==> config.mk <==
export PLATFORM = sky130hd
export DESIGN_NAME = nested_irq_ctrl
export DESIGN_NICKNAME = d
export VERILOG_FILES = /design/src/rtl/ipc_pkg.sv /design/src/rtl/ipc_datapath.sv /design/src/rtl/ipc_control.sv /design/src/rtl/nested_irq_ctrl.sv
export SDC_FILE = /design/constraint.sdc
export NUM_CORES = 1
export LEC_CHECK = 0
export ABC_AREA = 1
export ABC_CLOCK_PERIOD_IN_PS = 16500
export CAP_MARGIN = 20
export CORE_MARGIN = 1
export CORE_UTILIZATION = 50
export DETAILED_ROUTE_END_ITERATION = 8
export PLACE_DENSITY = 0.71
export SLEW_MARGIN = 0
export SYNTH_ARGS = -nofsm -noshare
export SYNTH_HDL_FRONTEND = slang
export SYNTH_SLANG_ARGS = --single-unit
==> constraint.sdc <==
create_clock -name clk -period 16.5 [get_ports clk]
set_input_delay 3.3 -clock clk [delete_from_list [all_inputs] [get_ports clk]]
set_output_delay 3.3 -clock clk [all_outputs]
set_load 0.02 [all_outputs]
==> src/rtl/ipc_pkg.sv <==
package ipc_pkg;
  localparam int NMI_COUNT = 3;

  typedef struct packed {
    logic takeMask;
    logic takeNmi;
    logic push;
    logic pop;
  } ipcStrobes_t;
endpackage

==> src/rtl/ipc_datapath.sv <==
module ipc_datapath
  import ipc_pkg::*;
#(
  parameter int NUM_SRC     = 8,
  parameter int LVL_W       = 3,
  parameter int STACK_DEPTH = 8,
  parameter int IDX_W       = 3
) (
  input  logic                  clk,
  input  logic                  rstN,
  input  logic [NUM_SRC-1:0]    reqSet,
  input  logic [NMI_COUNT-1:0]  nmiSet,
  input  logic                  lvlWrEn,
  input  logic [IDX_W-1:0]      lvlWrSel,
  input  logic [LVL_W-1:0]      lvlWrData,
  input  logic                  flagSet,
  input  logic                  flagClr,
  input  ipcStrobes_t           strobes,
  output logic [LVL_W-1:0]      ipl,
  output logic                  disableFlag,
  output logic [NUM_SRC-1:0]    pendingReq,
  output logic                  maskValid,
  output logic [IDX_W-1:0]      maskIdx,
  output logic                  nmiValid,
  output logic [1:0]            nmiIdx,
  output logic                  stackEmpty,
  output logic                  stackFull
);
  localparam int SP_W = $clog2(STACK_DEPTH + 1);

  logic [LVL_W-1:0]     srcLevel [NUM_SRC];
  logic [LVL_W-1:0]     maskLvl;
  logic [NMI_COUNT-1:0] nmiPend;
  logic [LVL_W-1:0]     stkIpl [STACK_DEPTH];
  logic                 stkFlg [STACK_DEPTH];
  logic [SP_W-1:0]      stackPtr;
  logic [SP_W-1:0]      spDec;
  logic [LVL_W-1:0]     topIpl;
  logic                 topFlg;

  // Per-source level register and request latch
  for (genvar g = 0; g < NUM_SRC; g++) begin : g_src
    always_ff @(posedge clk) begin
      if (!rstN) begin
        srcLevel[g]   <= '0;
        pendingReq[g] <= 1'b0;
      end else begin
        if (lvlWrEn && lvlWrSel == IDX_W'(g))
          srcLevel[g] <= lvlWrData;
        if (reqSet[g])
          pendingReq[g] <= 1'b1;
        else if (strobes.takeMask && maskIdx == IDX_W'(g))
          pendingReq[g] <= 1'b0;
      end
    end
  end

  // Highest level wins; strict compare keeps the lowest index on ties
  always_comb begin
    maskLvl = '0;
    maskIdx = '0;
    for (int i = 0; i < NUM_SRC; i++) begin
      if (pendingReq[i] && srcLevel[i] > maskLvl) begin
        maskLvl = srcLevel[i];
        maskIdx = IDX_W'(i);
      end
    end
    maskValid = maskLvl > ipl;
  end

  // Fault sources: fixed order
  always_comb begin
    nmiValid = |nmiPend;
    if (nmiPend[0])      nmiIdx = 2'd0;
    else if (nmiPend[1]) nmiIdx = 2'd1;
    else                 nmiIdx = 2'd2;
  end

  for (genvar n = 0; n < NMI_COUNT; n++) begin : g_nmi
    always_ff @(posedge clk) begin
      if (!rstN)
        nmiPend[n] <= 1'b0;
      else if (nmiSet[n])
        nmiPend[n] <= 1'b1;
      else if (strobes.takeNmi && nmiIdx == 2'(n))
        nmiPend[n] <= 1'b0;
    end
  end

  // Save stack
  assign stackEmpty = (stackPtr == '0);
  assign stackFull  = (stackPtr == SP_W'(STACK_DEPTH));
  assign spDec      = stackPtr - 1'b1;

  always_comb begin
    topIpl = '0;
    topFlg = 1'b0;
    for (int e = 0; e < STACK_DEPTH; e++) begin
      if (spDec == SP_W'(e)) begin
        topIpl = stkIpl[e];
        topFlg = stkFlg[e];
      end
    end
  end

  for (genvar e = 0; e < STACK_DEPTH; e++) begin : g_stk
    always_ff @(posedge clk) begin
      if (!rstN) begin
        stkIpl[e] <= '0;
        stkFlg[e] <= 1'b0;
      end else if (strobes.push && stackPtr == SP_W'(e)) begin
        stkIpl[e] <= ipl;
        stkFlg[e] <= disableFlag;
      end
    end
  end

  always_ff @(posedge clk) begin
    if (!rstN)
      stackPtr <= '0;
    else if (strobes.push)
      stackPtr <= stackPtr + 1'b1;
    else if (strobes.pop)
      stackPtr <= spDec;
  end

  // Processor priority level and disable flag
  always_ff @(posedge clk) begin
    if (!rstN) begin
      ipl         <= '0;
      disableFlag <= 1'b1;
    end else if (strobes.takeMask) begin
      ipl         <= maskLvl;
      disableFlag <= 1'b1;
    end else if (strobes.takeNmi) begin
      ipl         <= '1;
      disableFlag <= 1'b1;
    end else if (strobes.pop) begin
      ipl         <= topIpl;
      disableFlag <= topFlg;
    end else if (flagClr) begin
      disableFlag <= 1'b0;
    end else if (flagSet) begin
      disableFlag <= 1'b1;
    end
  end

  // acceptance loads the level and masks further requests
  a_r3_accept_load: assert property (@(posedge clk) disable iff (!rstN)
    strobes.takeMask |=> (disableFlag && ipl == $past(maskLvl)));

  // the accepted request bit drops unless re-requested
  a_r3_clear_req: assert property (@(posedge clk) disable iff (!rstN)
    (strobes.takeMask && !reqSet[maskIdx]) |=> !pendingReq[$past(maskIdx)]);

  // fault acceptance raises the level to the top
  a_r9_nmi_level: assert property (@(posedge clk) disable iff (!rstN)
    strobes.takeNmi |=> (ipl == '1 && disableFlag));

  // a return removes exactly one stack entry
  a_r8_pop_depth: assert property (@(posedge clk) disable iff (!rstN)
    strobes.pop |=> stackPtr == $past(stackPtr) - 1'b1);

  // no more than one request retires per cycle
  a_r12_one_retire: assert property (@(posedge clk) disable iff (!rstN)
    $countones({$past(pendingReq) & ~pendingReq, $past(nmiPend) & ~nmiPend}) <= 1);
endmodule

==> src/rtl/ipc_control.sv <==
module ipc_control
  import ipc_pkg::*;
#(
  parameter int IDX_W = 3
) (
  input  logic             clk,
  input  logic             rstN,
  input  logic             retStrobe,
  input  logic             disableFlag,
  input  logic             maskValid,
  input  logic [IDX_W-1:0] maskIdx,
  input  logic             nmiValid,
  input  logic [1:0]       nmiIdx,
  input  logic             stackEmpty,
  input  logic             stackFull,
  output ipcStrobes_t      strobes,
  output logic             ackValid,
  output logic             ackIsNmi,
  output logic [IDX_W-1:0] ackIndex,
  output logic             stackOverflow
);
  logic takeAny;

  always_comb begin
    strobes.takeNmi  = nmiValid && !retStrobe;
    strobes.takeMask = maskValid && !disableFlag && !retStrobe && !nmiValid;
    takeAny          = strobes.takeNmi || strobes.takeMask;
    strobes.push     = takeAny && !stackFull;
    strobes.pop      = retStrobe && !stackEmpty;
  end

  always_ff @(posedge clk) begin
    if (!rstN) begin
      ackValid      <= 1'b0;
      ackIsNmi      <= 1'b0;
      ackIndex      <= '0;
      stackOverflow <= 1'b0;
    end else begin
      ackValid <= takeAny;
      ackIsNmi <= strobes.takeNmi;
      if (takeAny)
        ackIndex <= strobes.takeNmi ? IDX_W'(nmiIdx) : maskIdx;
      if (takeAny && stackFull)
        stackOverflow <= 1'b1;
    end
  end

  // acceptance on a full stack raises the overflow flag
  a_r10_overflow: assert property (@(posedge clk) disable iff (!rstN)
    (takeAny && stackFull) |=> stackOverflow);

  // overflow flag never falls outside reset
  a_r10_sticky: assert property (@(posedge clk) disable iff (!rstN)
    stackOverflow |=> stackOverflow);

  // no acknowledge follows a return cycle
  a_r8_ret_blocks_ack: assert property (@(posedge clk) disable iff (!rstN)
    retStrobe |=> !ackValid);
endmodule

==> src/rtl/nested_irq_ctrl.sv <==
module nested_irq_ctrl
  import ipc_pkg::*;
#(
  parameter int NUM_SRC     = 8,
  parameter int LVL_W       = 3,
  parameter int STACK_DEPTH = 8,
  localparam int SRC_W      = $clog2(NUM_SRC),
  localparam int IDX_W      = (SRC_W < 2) ? 2 : SRC_W
) (
  input  logic                 clk,
  input  logic                 rstN,
  input  logic [NUM_SRC-1:0]   reqSet,
  input  logic [NMI_COUNT-1:0] nmiSet,
  input  logic                 lvlWrEn,
  input  logic [IDX_W-1:0]     lvlWrSel,
  input  logic [LVL_W-1:0]     lvlWrData,
  input  logic                 flagSet,
  input  logic                 flagClr,
  input  logic                 retStrobe,
  output logic                 ackValid,
  output logic                 ackIsNmi,
  output logic [IDX_W-1:0]     ackIndex,
  output logic [LVL_W-1:0]     ipl,
  output logic                 disableFlag,
  output logic [NUM_SRC-1:0]   pendingReq,
  output logic                 stackOverflow
);
  ipcStrobes_t      strobes;
  logic             maskValid;
  logic [IDX_W-1:0] maskIdx;
  logic             nmiValid;
  logic [1:0]       nmiIdx;
  logic             stackEmpty;
  logic             stackFull;

  ipc_datapath #(
    .NUM_SRC(NUM_SRC), .LVL_W(LVL_W), .STACK_DEPTH(STACK_DEPTH), .IDX_W(IDX_W)
  ) u_datapath (
    .clk(clk), .rstN(rstN), .reqSet(reqSet), .nmiSet(nmiSet),
    .lvlWrEn(lvlWrEn), .lvlWrSel(lvlWrSel), .lvlWrData(lvlWrData),
    .flagSet(flagSet), .flagClr(flagClr), .strobes(strobes),
    .ipl(ipl), .disableFlag(disableFlag), .pendingReq(pendingReq),
    .maskValid(maskValid), .maskIdx(maskIdx), .nmiValid(nmiValid),
    .nmiIdx(nmiIdx), .stackEmpty(stackEmpty), .stackFull(stackFull)
  );

  ipc_control #(.IDX_W(IDX_W)) u_control (
    .clk(clk), .rstN(rstN), .retStrobe(retStrobe), .disableFlag(disableFlag),
    .maskValid(maskValid), .maskIdx(maskIdx), .nmiValid(nmiValid),
    .nmiIdx(nmiIdx), .stackEmpty(stackEmpty), .stackFull(stackFull),
    .strobes(strobes), .ackValid(ackValid), .ackIsNmi(ackIsNmi),
    .ackIndex(ackIndex), .stackOverflow(stackOverflow)
  );
endmodule

==> results.txt <==
Most frequent cell after synthesis - nor2_1
Die height - 98.0 um
Crit path max-delay cell type - o21ai_0
DP HPWL - 8.37 mm
Inserted Clock Buffers - 9
Skew-Pair Late Insertion Delay - 360 ps
Status - complete, but fails checks
Via density - 5.52
Ant. Diodes - 0
Worst EP arrival - 11,790 ps
Register Area - 0.00217 mm2
GP Congestion - 0.920
Xor/xnor share of the synthesized area - 0.380%
Top post-synthesis cells by area - edfxtp_1, dfxtp_1, nor2_1
Antenna violations before repair - 0
Post-route ant nets - 0
Port Buffer Count - 40
H-tree Lvls - 3
Area grow syn2layout - 15.0%
Fin crit period - 11,790 ps
Primary FF master, synth - edfxtp_1
Top cell type's share of synthesized area - 35.8%
Syn Nets - 605
Layout cells sized above 1 - 8.82%
TritonCTS clock tree - done
Synth Area in Compound Gates - 12.0%
R2r startpoint - u_datapath.pendingReq[0]
Mapped Avg Cell Area - 8.21 um2
Clk slew on worst S/H paths - 90 ps
WL final - 11.0 mm
Crit-path max FO - 11
Slew margin rel. - 53.3%
Worst hold path type - reg2reg
Mux cell area share after synthesis - 0%
Wire length per cell - 15.3 um
Initial DRT Pass Iterations - 7
CTS Hold Bufs - 0
Critical Path RT - 16,500 ps
Final period util - 71.4%
Post-Synth Adder-Cell Area - 5.43%
Crit path kind - reg2reg
Yosys reg bits - 81
Vias in the first global route - 3,771
EDFF count, synth - 55
Max-Cap Viols - 0
Die area - 0.00961 mm2
Fraction of the mapped netlist area in simple logic gates - 27.4%
Slew @ Worst Pin - 694 ps
Min-Delay Startpoint - u_control.ackIndex[2]
Leakage power - 0.00230 uW
# DRC - 4
Core area - 0.00881 mm2
Total gr overflow - 0
Seq/Total Area, Yosys - 47.1%
Failing checks - DRC
Sink Count - 81
Largest net degree at the start of global routing - 39
Fillers - 794
Hold slack - 465 ps
Largest family of logic cells by synthesized area - simple AND/OR/NAND/NOR gates
Crit end category - flop
First-pass GRT wire length - 18.1 mm
Hold Path Depth - 2
Largest incremental delay on the critical path - 520 ps
Final Skew - 16.8 ps
Most frequent cells after synthesis - nor2_1, nand2_1, inv_1
Post-synth ARST share - 0%
Die Wd - 98.0 um
Vias - 3,974
Max VDD drop - 0.0611 mV
Ys Warns - 0
Synth unique cells - 42
Post-CTS setup buffers - 0
Reg2Reg Depth - 62
PwrDens - 121 mW/mm2
Root Driver - clkbuf_8
Crit path launch - u_datapath.pendingReq[0]
Gr usage total - 24.1%
Nets - 650
Post_cts resized - 0
Final hold vios - 0
Multi-input logic area - 0.00209 mm2
Max Slew Vio Count - 0
Clock Path Buffers - 2
DP Worst Slack - 4830 ps
DR iter-0 viols - 356
Final worst slack - 4710 ps
Final Setup Violations - 0
Mapped Area - 0.00461 mm2
Setup_tns - 0 ps
F_max - 84.8 MHz
Area leader, netlist - edfxtp_1
Startpoint Class - flop
Initial Util - 52.4%
Syn Inst Count - 562
Unrepaired setup endpoints after global routing - false
Final total power - 641 uW
# IOs - 41
Row cnt - 34
cells by family after synthesis:
logic type / after synthesis
AO/OA/AOI/OAI: 92
XOR/XNOR: 2
adder cells (fa/ha/maj): 20
buffers and inverters: 94
flip-flops: 81
AND/OR/NAND/NOR: 273
per-layer routing:
metal | part of all wire [%] | vias to the layer above | GRT usage [%]
li1 | - | 1971 | -
met1 | 44 | 1844 | 33.2
met2 | 47 | 144 | 39.7
met3 | 7.7 | 15 | 2.51
met4 | 1.3 | 0 | 8.28
met5 | 0 | - | 0
where the power goes:
group          switching, uW  internal, uW
Sequential              17.3           240
Combinational            164          83.1
Clock                   80.4          55.8
final cells by class:
class	instances	area share [%]
Sequential cell	81	40.9
Multi-Input combinational cell	387	39.3
Timing Repair Buffer	41	7.69
Inverter	87	6.16
Tap cell	108	2.55
Clock buffer	9	2.33
Clock inverter	7	1.01
worst max-delay path, delay by kind of cell, from the launching register on:
kind            cells  cell delay (ps)
flops               1              460
compound gates     12             2710
fa+ha+maj           8             2330
buf+inv             8              720
simple gates       34             5250
registers in the layout, summed over array words and instances, names as in the netlist:
register,cells
u_datapath.srcLevel,24
u_datapath.stkIpl,24
u_datapath.pendingReq,8
u_datapath.stkFlg,8
u_datapath.stackPtr,4
u_control.ackIndex,3
u_datapath.ipl,3
u_datapath.nmiPend,3
u_control.ackIsNmi,1
u_control.ackValid,1
u_control.stackOverflow,1
u_datapath.disableFlag,1
cells in the final DEF (no fill, tap or decap), drive strengths merged:
| cell type | netlist | routed |
|---|---|---|
| a31oi | 4 | 4 |
| o2111ai | 1 | 1 |
| o21bai | 2 | 2 |
| and2 | 4 | 4 |
| inv | 83 | 85 |
| clkdlybuf4s50 | 0 | 40 |
| nand4 | 9 | 9 |
| o22ai | 5 | 5 |
| clkbuf | 5 | 9 |
| xor2 | 1 | 1 |
| xnor2 | 1 | 1 |
| clkinvlp | 0 | 1 |
| o21ai | 36 | 36 |
| a211oi | 1 | 1 |
| nand3b | 1 | 1 |
| a21boi | 3 | 3 |
| or2 | 5 | 5 |
| a221oi | 4 | 4 |
| edfxtp | 55 | 55 |
| nand2 | 108 | 108 |
| clkinv | 4 | 8 |
| nand3 | 45 | 45 |
| o211ai | 1 | 1 |
| o21a | 4 | 4 |
| buf | 2 | 1 |
| o31ai | 2 | 2 |
| a21oi | 25 | 25 |
| ha | 20 | 20 |
| o311ai | 3 | 3 |
| nor3 | 5 | 5 |
| nor2 | 96 | 96 |
| dfxtp | 26 | 26 |
| a221o | 1 | 1 |
stage by stage:
step           util [%]  instance area (um2)  cells
3_5_place_dp       58.2                 5130    704
6_report           60.2                 5310    720
5_1_grt            60.2                 5310    720
4_1_cts            60.2                 5310    720
3_3_place_gp       58.2                 5130    704
2_1_floorplan         -                 4610    562
path summary, 6_finish.rpt:
kind | to | slack, ps
max reg2reg | u_datapath.stkIpl[0][9] | 4710
max | u_datapath.stkIpl[0][9] | 4710
min reg2reg | u_control.ackIndex[2] | 470
min | u_control.ackIndex[2] | 470
Note: power is estimated with default switching activity, not from simulation.
